===== src/rtl/xlate_pkg.sv =====
package xlate_pkg;
    localparam int VA_W    = 32;
    localparam int PA_W    = 36;
    localparam int ENT_W   = 64;
    localparam int PG_SH   = 12;
    localparam int LVL_W   = 2;
    localparam int B_PRES  = 0;
    localparam int B_WR    = 1;
    localparam int B_BIG   = 7;
    localparam int B_NX    = 63;

    typedef enum logic [1:0] {ACC_READ = 2'd0, ACC_WRITE = 2'd1, ACC_FETCH = 2'd2} acc_e;
    typedef enum logic [1:0] {FLT_NONE = 2'd0, FLT_ABSENT = 2'd1, FLT_WRPROT = 2'd2, FLT_NOEXEC = 2'd3} flt_e;
    typedef enum logic [1:0] {ST_IDLE, ST_ISSUE, ST_WAIT, ST_DONE} st_e;

    typedef struct packed {
        st_e              st;
        logic [LVL_W-1:0] lvl;
        logic             ext;
        logic [1:0]       acc;
        logic [VA_W-1:0]  va;
        logic [PA_W-1:0]  base;
        logic             wr_ok;
        logic             nx;
        logic             fault;
        logic [1:0]       code;
        logic [LVL_W-1:0] flvl;
        logic [PA_W-1:0]  pa;
    } walk_t;
endpackage


===== src/rtl/xlate_entry_addr.sv =====
module xlate_entry_addr
    import xlate_pkg::*;
(
    input  logic             ext,
    input  logic [LVL_W-1:0] lvl,
    input  logic [PA_W-1:0]  base,
    input  logic [VA_W-1:0]  va,
    output logic [PA_W-1:0]  addr
);
    localparam int NIDX_W = 10;
    localparam int WIDX_W = 9;

    logic [NIDX_W-1:0] n_idx;
    logic [WIDX_W-1:0] w_idx;
    logic              unused_base;

    assign unused_base = ^base[4:0];

    always_comb begin
        n_idx = (lvl == '0) ? va[31:22] : va[21:12];
        w_idx = (lvl == 2'd1) ? va[29:21] : va[20:12];
        if (!ext)
            addr = {base[PA_W-1:PG_SH], n_idx, 2'b00};
        else if (lvl == '0)
            addr = {base[PA_W-1:5], va[31:30], 3'b000};
        else
            addr = {base[PA_W-1:PG_SH], w_idx, 3'b000};
    end
endmodule


===== src/rtl/xlate_entry_decode.sv =====
module xlate_entry_decode
    import xlate_pkg::*;
(
    input  logic             ext,
    input  logic [LVL_W-1:0] lvl,
    input  logic [ENT_W-1:0] ent,
    output logic             present,
    output logic             wr,
    output logic             nx,
    output logic             big,
    output logic             leaf,
    output logic [PA_W-1:0]  next_base
);
    logic unused_bits;
    assign unused_bits = ^{ent[62:36], ent[6:2], ent[11:8]};

    always_comb begin
        present   = ent[B_PRES];
        wr        = ent[B_WR];
        nx        = ext & ent[B_NX];
        big       = ent[B_BIG] & (ext ? (lvl == 2'd1) : (lvl == 2'd0));
        leaf      = big | (ext ? (lvl == 2'd2) : (lvl == 2'd1));
        next_base = ext ? {ent[35:PG_SH], {PG_SH{1'b0}}}
                        : {4'h0, ent[31:PG_SH], {PG_SH{1'b0}}};
    end
endmodule


===== src/rtl/xlate_leaf_pa.sv =====
module xlate_leaf_pa
    import xlate_pkg::*;
(
    input  logic             ext,
    input  logic             big,
    input  logic [ENT_W-1:0] ent,
    input  logic [VA_W-1:0]  va,
    output logic [PA_W-1:0]  pa
);
    logic unused_va;
    assign unused_va = ^{va[31:22], ent[63:36], ent[11:0]};

    always_comb begin
        unique case ({ext, big})
            2'b00:   pa = {4'h0, ent[31:PG_SH], va[PG_SH-1:0]};
            2'b01:   pa = {4'h0, ent[31:22], va[21:0]};
            2'b10:   pa = {ent[35:PG_SH], va[PG_SH-1:0]};
            default: pa = {ent[35:21], va[20:0]};
        endcase
    end
endmodule


===== src/rtl/xlate_walker.sv =====
module xlate_walker
    import xlate_pkg::*;
(
    input  logic             clk,
    input  logic             rst_n,
    input  logic             ext_mode,
    input  logic [PA_W-1:0]  root_base,
    input  logic             req_valid,
    input  logic [VA_W-1:0]  req_vaddr,
    input  logic [1:0]       req_acc,
    output logic             busy,
    output logic             mem_req_valid,
    output logic [PA_W-1:0]  mem_req_addr,
    input  logic             mem_rsp_valid,
    input  logic [ENT_W-1:0] mem_rsp_data,
    output logic             done,
    output logic             fault,
    output logic [1:0]       fault_code,
    output logic [LVL_W-1:0] fault_level,
    output logic [PA_W-1:0]  paddr
);
    localparam walk_t RST = '{st: ST_IDLE, default: '0};

    walk_t q, d;

    logic            e_pres, e_wr, e_nx, e_big, e_leaf;
    logic [PA_W-1:0] e_next, leaf_pa;
    logic            wr_path, nx_path;

    xlate_entry_addr u_addr (
        .ext  (q.ext),
        .lvl  (q.lvl),
        .base (q.base),
        .va   (q.va),
        .addr (mem_req_addr)
    );

    xlate_entry_decode u_dec (
        .ext       (q.ext),
        .lvl       (q.lvl),
        .ent       (mem_rsp_data),
        .present   (e_pres),
        .wr        (e_wr),
        .nx        (e_nx),
        .big       (e_big),
        .leaf      (e_leaf),
        .next_base (e_next)
    );

    xlate_leaf_pa u_pa (
        .ext (q.ext),
        .big (e_big),
        .ent (mem_rsp_data),
        .va  (q.va),
        .pa  (leaf_pa)
    );

    assign wr_path = q.wr_ok & e_wr;
    assign nx_path = q.nx | e_nx;

    always_comb begin
        d = q;
        unique case (q.st)
            ST_IDLE: begin
                if (req_valid) begin
                    d.st    = ST_ISSUE;
                    d.ext   = ext_mode;
                    d.va    = req_vaddr;
                    d.acc   = req_acc;
                    d.base  = root_base;
                    d.lvl   = '0;
                    d.wr_ok = 1'b1;
                    d.nx    = 1'b0;
                end
            end
            ST_ISSUE: d.st = ST_WAIT;
            ST_WAIT: begin
                if (mem_rsp_valid) begin
                    if (!e_pres) begin
                        d.st    = ST_DONE;
                        d.fault = 1'b1;
                        d.code  = FLT_ABSENT;
                        d.flvl  = q.lvl;
                        d.pa    = '0;
                    end else if (e_leaf) begin
                        d.st   = ST_DONE;
                        d.flvl = q.lvl;
                        if (q.acc == ACC_WRITE && !wr_path) begin
                            d.fault = 1'b1;
                            d.code  = FLT_WRPROT;
                            d.pa    = '0;
                        end else if (q.acc == ACC_FETCH && nx_path) begin
                            d.fault = 1'b1;
                            d.code  = FLT_NOEXEC;
                            d.pa    = '0;
                        end else begin
                            d.fault = 1'b0;
                            d.code  = FLT_NONE;
                            d.pa    = leaf_pa;
                        end
                    end else begin
                        d.st    = ST_ISSUE;
                        d.lvl   = q.lvl + 1'b1;
                        d.base  = e_next;
                        d.wr_ok = wr_path;
                        d.nx    = nx_path;
                    end
                end
            end
            default: d.st = ST_IDLE;
        endcase
    end

    always_ff @(posedge clk) begin
        if (!rst_n) q <= RST;
        else        q <= d;
    end

    assign busy          = (q.st != ST_IDLE);
    assign mem_req_valid = (q.st == ST_ISSUE);
    assign done          = (q.st == ST_DONE);
    assign fault         = q.fault;
    assign fault_code    = q.code;
    assign fault_level   = q.flvl;
    assign paddr         = q.pa;

    p_done_pulse_r9: assert property (@(posedge clk) disable iff (!rst_n)
        done |=> !done);
    p_one_read_r9: assert property (@(posedge clk) disable iff (!rst_n)
        mem_req_valid |=> !mem_req_valid);
    p_accept_r9: assert property (@(posedge clk) disable iff (!rst_n)
        (req_valid && !busy) |=> busy);
    p_idle_quiet_r9: assert property (@(posedge clk) disable iff (!rst_n)
        !busy |-> (!mem_req_valid && !done));
    p_offset_r2: assert property (@(posedge clk) disable iff (!rst_n)
        (done && !fault) |-> (paddr[PG_SH-1:0] == q.va[PG_SH-1:0]));
    p_narrow_pa_r3: assert property (@(posedge clk) disable iff (!rst_n)
        (done && !fault && !q.ext) |-> (paddr[PA_W-1:32] == 4'h0));
    p_code_set_r6: assert property (@(posedge clk) disable iff (!rst_n)
        (done && fault) |-> (fault_code != FLT_NONE));
    p_lvl_range_r6: assert property (@(posedge clk) disable iff (!rst_n)
        (done && fault && !q.ext) |-> (fault_level <= 2'd1));
    p_no_nx_compact_r8: assert property (@(posedge clk) disable iff (!rst_n)
        (done && !q.ext) |-> (fault_code != FLT_NOEXEC));
    p_hold_r10: assert property (@(posedge clk) disable iff (!rst_n)
        !done |-> ($stable(paddr) && $stable(fault) && $stable(fault_code)));
endmodule


===== config.mk =====
export PLATFORM = sky130hd
export DESIGN_NAME = xlate_walker
export DESIGN_NICKNAME = d
export VERILOG_FILES = /design/src/rtl/xlate_pkg.sv /design/src/rtl/xlate_entry_addr.sv /design/src/rtl/xlate_entry_decode.sv /design/src/rtl/xlate_leaf_pa.sv /design/src/rtl/xlate_walker.sv
export SDC_FILE = /design/constraint.sdc
export NUM_CORES = 1
export LEC_CHECK = 0
export CAP_MARGIN = 20
export CORE_ASPECT_RATIO = 0.8
export CORE_MARGIN = 1.5
export CORE_UTILIZATION = 40
export DETAILED_ROUTE_END_ITERATION = 7
export DONT_BUFFER_PORTS = 1
export GPL_TIMING_DRIVEN = 0
export PLACE_DENSITY_LB_ADDON = 0.05
export SLEW_MARGIN = 20
export SYNTH_ARGS = -nofsm -noshare
export SYNTH_HDL_FRONTEND = slang
export SYNTH_SLANG_ARGS = --single-unit

===== constraint.sdc =====
create_clock -name clk -period 2.34 [get_ports clk]
set_clock_uncertainty 0.15 [all_clocks]
set_input_delay 0.702 -clock clk [delete_from_list [all_inputs] [get_ports clk]]
set_output_delay 0.702 -clock clk [all_outputs]
set_load 0.01 [all_outputs]

# After elaboration in Yosys (flattened, before gate mapping)
# Cells that the tools add are included.
# totals
register_bits,118
latchBits,0
ram_bits,0
rom_bits,0
input_bits,139
wordCells,70
memories,0
# op_classes
addsub,1
mul,0
div_mod_pow,0
order_cmp,0
eq_ne,14
shift,0
n_mux,26
bitwise,5
n_reduce_logical,12
# ops
operator,count
36-bit 2-to-1 mux,3
36-bit case mux with 3 select lines,1
41-bit 2-to-1 mux,2
79-bit 2-to-1 mux,1
77-bit 2-to-1 mux,1
38-bit 2-to-1 mux,2
38-bit case mux with 2 select lines,1
12-bit 2-to-1 mux,2
2-bit == test (second input constant),5
10-bit 2-to-1 mux,1
9-bit 2-to-1 mux,1
2-bit by 1-bit == test with 1-bit output (second input constant),4
2-bit 2-to-1 mux,4
2-bit != test (second input constant),4
2-bit logical NOT,3
3-bit 2-to-1 mux,2
2-bit case mux with 3 select lines,1
5-bit AND reduction,1
4-bit 2-to-1 mux,1
2-bit case mux with 2 select lines,1
2-bit AND reduction,2
2-bit nonzero test,2
1-bit AND,3
3-bit AND reduction,1
other kinds (6),9

# Longest topological paths before layout
# logic_depth
word_depth,11
depth_mapped,8

# By module
# From an unflattened synthesis, not the netlist that was laid out.
# unflattened
cells_unflattened,803
hier_area_um2,7029.2
# by_module_without_submodules
mod,n_inst,cells_per_inst,area_per_inst_um2,seq_area_each_um2
xlate_walker,1,636,5763.0,2362.3
xlate_entry_addr,1,82,584.3,0.0
xlate_entry_decode,1,47,350.3,0.0
xlate_leaf_pa,1,38,331.6,0.0

# Worst setup path before layout
# No wires, ideal clock.
# synth_timing
path_type,flip-flop to output port
start,register q[115] in the netlist's numbering
end,output mem_req_addr[10]
arrival_time_ns,1.572
required_ns,1.488
path_slack_ns,-0.084
path_stages_with_launch,6
n_path_buf,1
path_cell_list,dfxtp_1 inv_1 ha_1 buf_2 mux2_2 mux4_2
# synth_via
elab_chain_cells,4
# synth_rtl
element,line_no,rtl
start: declaration,xlate_walker.sv:24,"walk_t q, d;"
start signal: assignment,xlate_walker.sv:115,if (!rst_n) q <= RST;
start signal: assignment,xlate_walker.sv:116,else q <= d;
2-bit by 1-bit == test with 1-bit output,xlate_entry_addr.sv:21,w_idx = (lvl == 2'd1) ? va[29:21] : va[20:12];
9-bit 2-to-1 mux,xlate_entry_addr.sv:21,
12-bit 2-to-1 mux,xlate_entry_addr.sv:24,else if (lvl == '0)
12-bit 2-to-1 mux (*),xlate_entry_addr.sv:22,if (!ext)
end: declaration,xlate_walker.sv:13,"output logic [PA_W-1:0] mem_req_addr,"
# Mark *: on every way between the ends. The rest lies on a longest branch, timed or not.

# Final worst setup path
# Ends and elaborated chain as after synthesis.

==> flow_summary.ini <==
[outcome]
status = finished, violations left
violations = negative setup slack

[hold_path]
min_path_type = in -> reg

[power]
p_switching_mw = 1.45
ir_drop_uv = 495
internal_power_mw = 3.83
clkPwrFrac = 0.486
combinationalPowerShare = 0.121
seqPwrFrac = 0.393
power_density_nw_per_um2 = 785
power_switching_share = 0.274
leakage_nw = 2.61

[setup_path]
worst_setup_path_end_kind = output pin
path_max_fanout = 5
crit_required_ns = 1.49
crit_arrival_ns = 1.88
crit_type = reg -> out
critPathLaunchType = flip-flop

[floorplan]
die_w_um = 137
num_rows = 38
core_um2 = 13800
die_area_um2 = 15100
start_util = 0.417
ios = 219
die_y_um = 110

[synthesis]
synth_cells = 680
synth.top_cells.by_area = dfxtp_1 (39%), buf_4 (8.9%), nand2_1 (8.1%)
synth_top_family_by_area = compound AO/OA/AOI/OAI gates
synth_fa_ha_area_frac = 0.00654
synthSimpleGateAreaFrac = 0.151
synth_top_area_frac = 0.394
yosysUniqueCellTypes = 42
synthArstFlopShare = 0
synthMuxAreaShare = 0.0952
synth_edf_count = 0
yosys.area.top_type = dfxtp_1
syn_avg_cell_area_um2 = 8.45
synth_compound_area_frac = 0.208
synth.ff_latch_count = 113
ys_seq_area_frac = 0.394
synth_xor_area_frac = 0
ys.flop_type = dfxtp_1
yosys_warnings = 0
netlist_area_um2 = 5740

[drt]
dr.first_iter.drc_count = 392
routedWlPerCell_um = 20.4
m1WireLength_um = 8400
dr_wl_met2_um = 8060
post-route-drc-count = 0
met3_length_um = 1610
first_pass_iters = 5
viasPerCell = 5.70
ant_nets = 0
vias = 5127
finalWirelength_um = 18400
highest_layer = met4

[clock_tree]
clkSinkCount = 113
cts_inserted_buffers = 17
cts_tree = built
clk_pin_slew_ns = 0.06
cts_buffer_depth = 2
ctsHoldBuffers = 0
htree_num_levels = 4
root_buffer = clkbuf_16
clkLatencyLatePin_ns = 0.41

[placement]
detailed_place_hpwl_um = 14000
dp_cells = 861
gp_congestion = 0.832
io_buffers = 0

[finish]
antenna_cells = 0
final_cell_mix = nand2_1 (124), dfxtp_1 (111), a21oi_1 (82)
final_common_cell = nand2_1
n_fill_cell = 1375
seq_area_um2 = 2270
nets = 849
final_cells = 900
drive_gt1_frac = 0.231
multiInputGateArea_um2 = 2740
area_growth_pct = 17.2

[timing]
hold_ws_ns = 0.268
fmax_ghz = 0.365
min_period_ns = 2.74
hold_violations = 0
rsz0062_at_grt = true
max_slew_margin = 0.572
finalCritPeriodShare = 1.17
tightest_slew_ns = 0.642
setup_viol = 10
setup_ws_ns = -0.397
maxSlewViolCount = 0

[global_routing]
grt_max_degree = 17
grt_usage = 0.249
grt_pass1_wl_um = 27500
grt_pass1_vias = 4775
antenna_found_initial = 0
grt_overflow = 0

[run]
drv_cap = 0
[per-layer routing]
metal,vias up,track usage
met5,-,0
met4,0,0.0789
li1,2414,-
met1,2470,0.355
met3,29,0.0677
met2,214,0.364
[cells in the mapped netlist (6+ instances only)]
| cell | number |
|---|---|
| nand2_1 | 124 |
| dfxtp_1 | 113 |
| a21oi_1 | 82 |
| buf_4 | 68 |
| o21ai_0 | 45 |
| clkbuf_1 | 40 |
| nand4_1 | 29 |
| mux2i_1 | 22 |
| a32o_1 | 20 |
| buf_2 | 17 |
| mux2_2 | 11 |
| a21boi_0 | 10 |
| nand3_1 | 10 |
| o2111ai_1 | 10 |
| a211oi_1 | 9 |
| and3_1 | 9 |
| mux4_2 | 9 |
| inv_1 | 6 |
| nor2_1 | 6 |
[state kept, by name, indices dropped and copies added (netlist names)]
register	cells
fault	1
paddr	36
q	72
fault_level	2
fault_code	2
[path summary, 6_finish.rpt]
path	depth (start not counted)	to	start	slack, ns
worst max register to register	10	paddr[19]$_SDFFE_PN0P_	q[115]$_SDFFE_PN0P_	0.10
worst max-delay path	5	mem_req_addr[10]	q[115]$_SDFFE_PN0P_	-0.40
worst min-delay path	2	q[103]$_SDFFE_PN0P_	req_vaddr[24]	0.27
worst min register to register	2	q[85]$_SDFFE_PN0P_	q[85]$_SDFFE_PN0P_	0.31
[critical path, stage by stage (launching register included)]
cell and delay [ns]:
dfxtp_2 0.33, inv_2 0.05, ha_4 0.16, buf_6 0.13
mux2_4 0.29, mux4_2 0.51
[stage by stage]
| stage | setup slack [ns] | setup TNS [ns] | cell area [um2] | util | total power, mW |
|---|---|---|---|---|---|
| CTS | -0.414 | -3.73 | 6700 | 0.486 | 5.31 |
| global placement | -0.116 | -2.61 | 5980 | 0.434 | 2.72 |
| global route | -0.454 | -4.10 | 6730 | 0.488 | 5.48 |
| finish | -0.397 | -3.55 | 6730 | 0.488 | 5.28 |
| floorplan | 0.000353 | 0 | 5760 | - | 2.57 |
| detailed placement | -0.164 | -5.56 | 5980 | 0.434 | 2.73 |
[what timing repair did]
| item | CTS | global route |
|---|---|---|
| cloned | 1 | 0 |
| setup buffers | 6 | 0 |
| gates resized for setup | 23 | 20 |
| pin swaps | 1 | 0 |
| endpoints found under the setup margin | 20 | 31 |
[power groups by stage]
stage	clock network [mW]	registers, mW	logic [mW]
floorplan	0	2.09	0.480
global placement	0	2.11	0.606
detailed placement	0	2.12	0.616
CTS	2.60	2.08	0.630
global route	2.69	2.09	0.701
finish	2.57	2.08	0.637
[area by class of cell]
type,count,share of cell area
Multi-Input combinational cell,429,0.406
Sequential cell,113,0.337
Buffer,133,0.125
Clock buffer,17,0.0632
Tap cell,180,0.0335
Clock inverter,15,0.0238
Timing Repair Buffer,7,0.00837
Inverter,6,0.00335
[kinds of logic (layout without fill, tap and decap cells)]
logic type               Yosys count  after routing
AO/OA/AOI/OAI                    190            190
adder cells (fa/ha/maj)            3              3
buffers and inverters            139            178
flip-flops                       113            113
multiplexers                      42             42
other                              1              2
AND/OR/NAND/NOR                  192            192
Power figures use the tool's default switching activity.
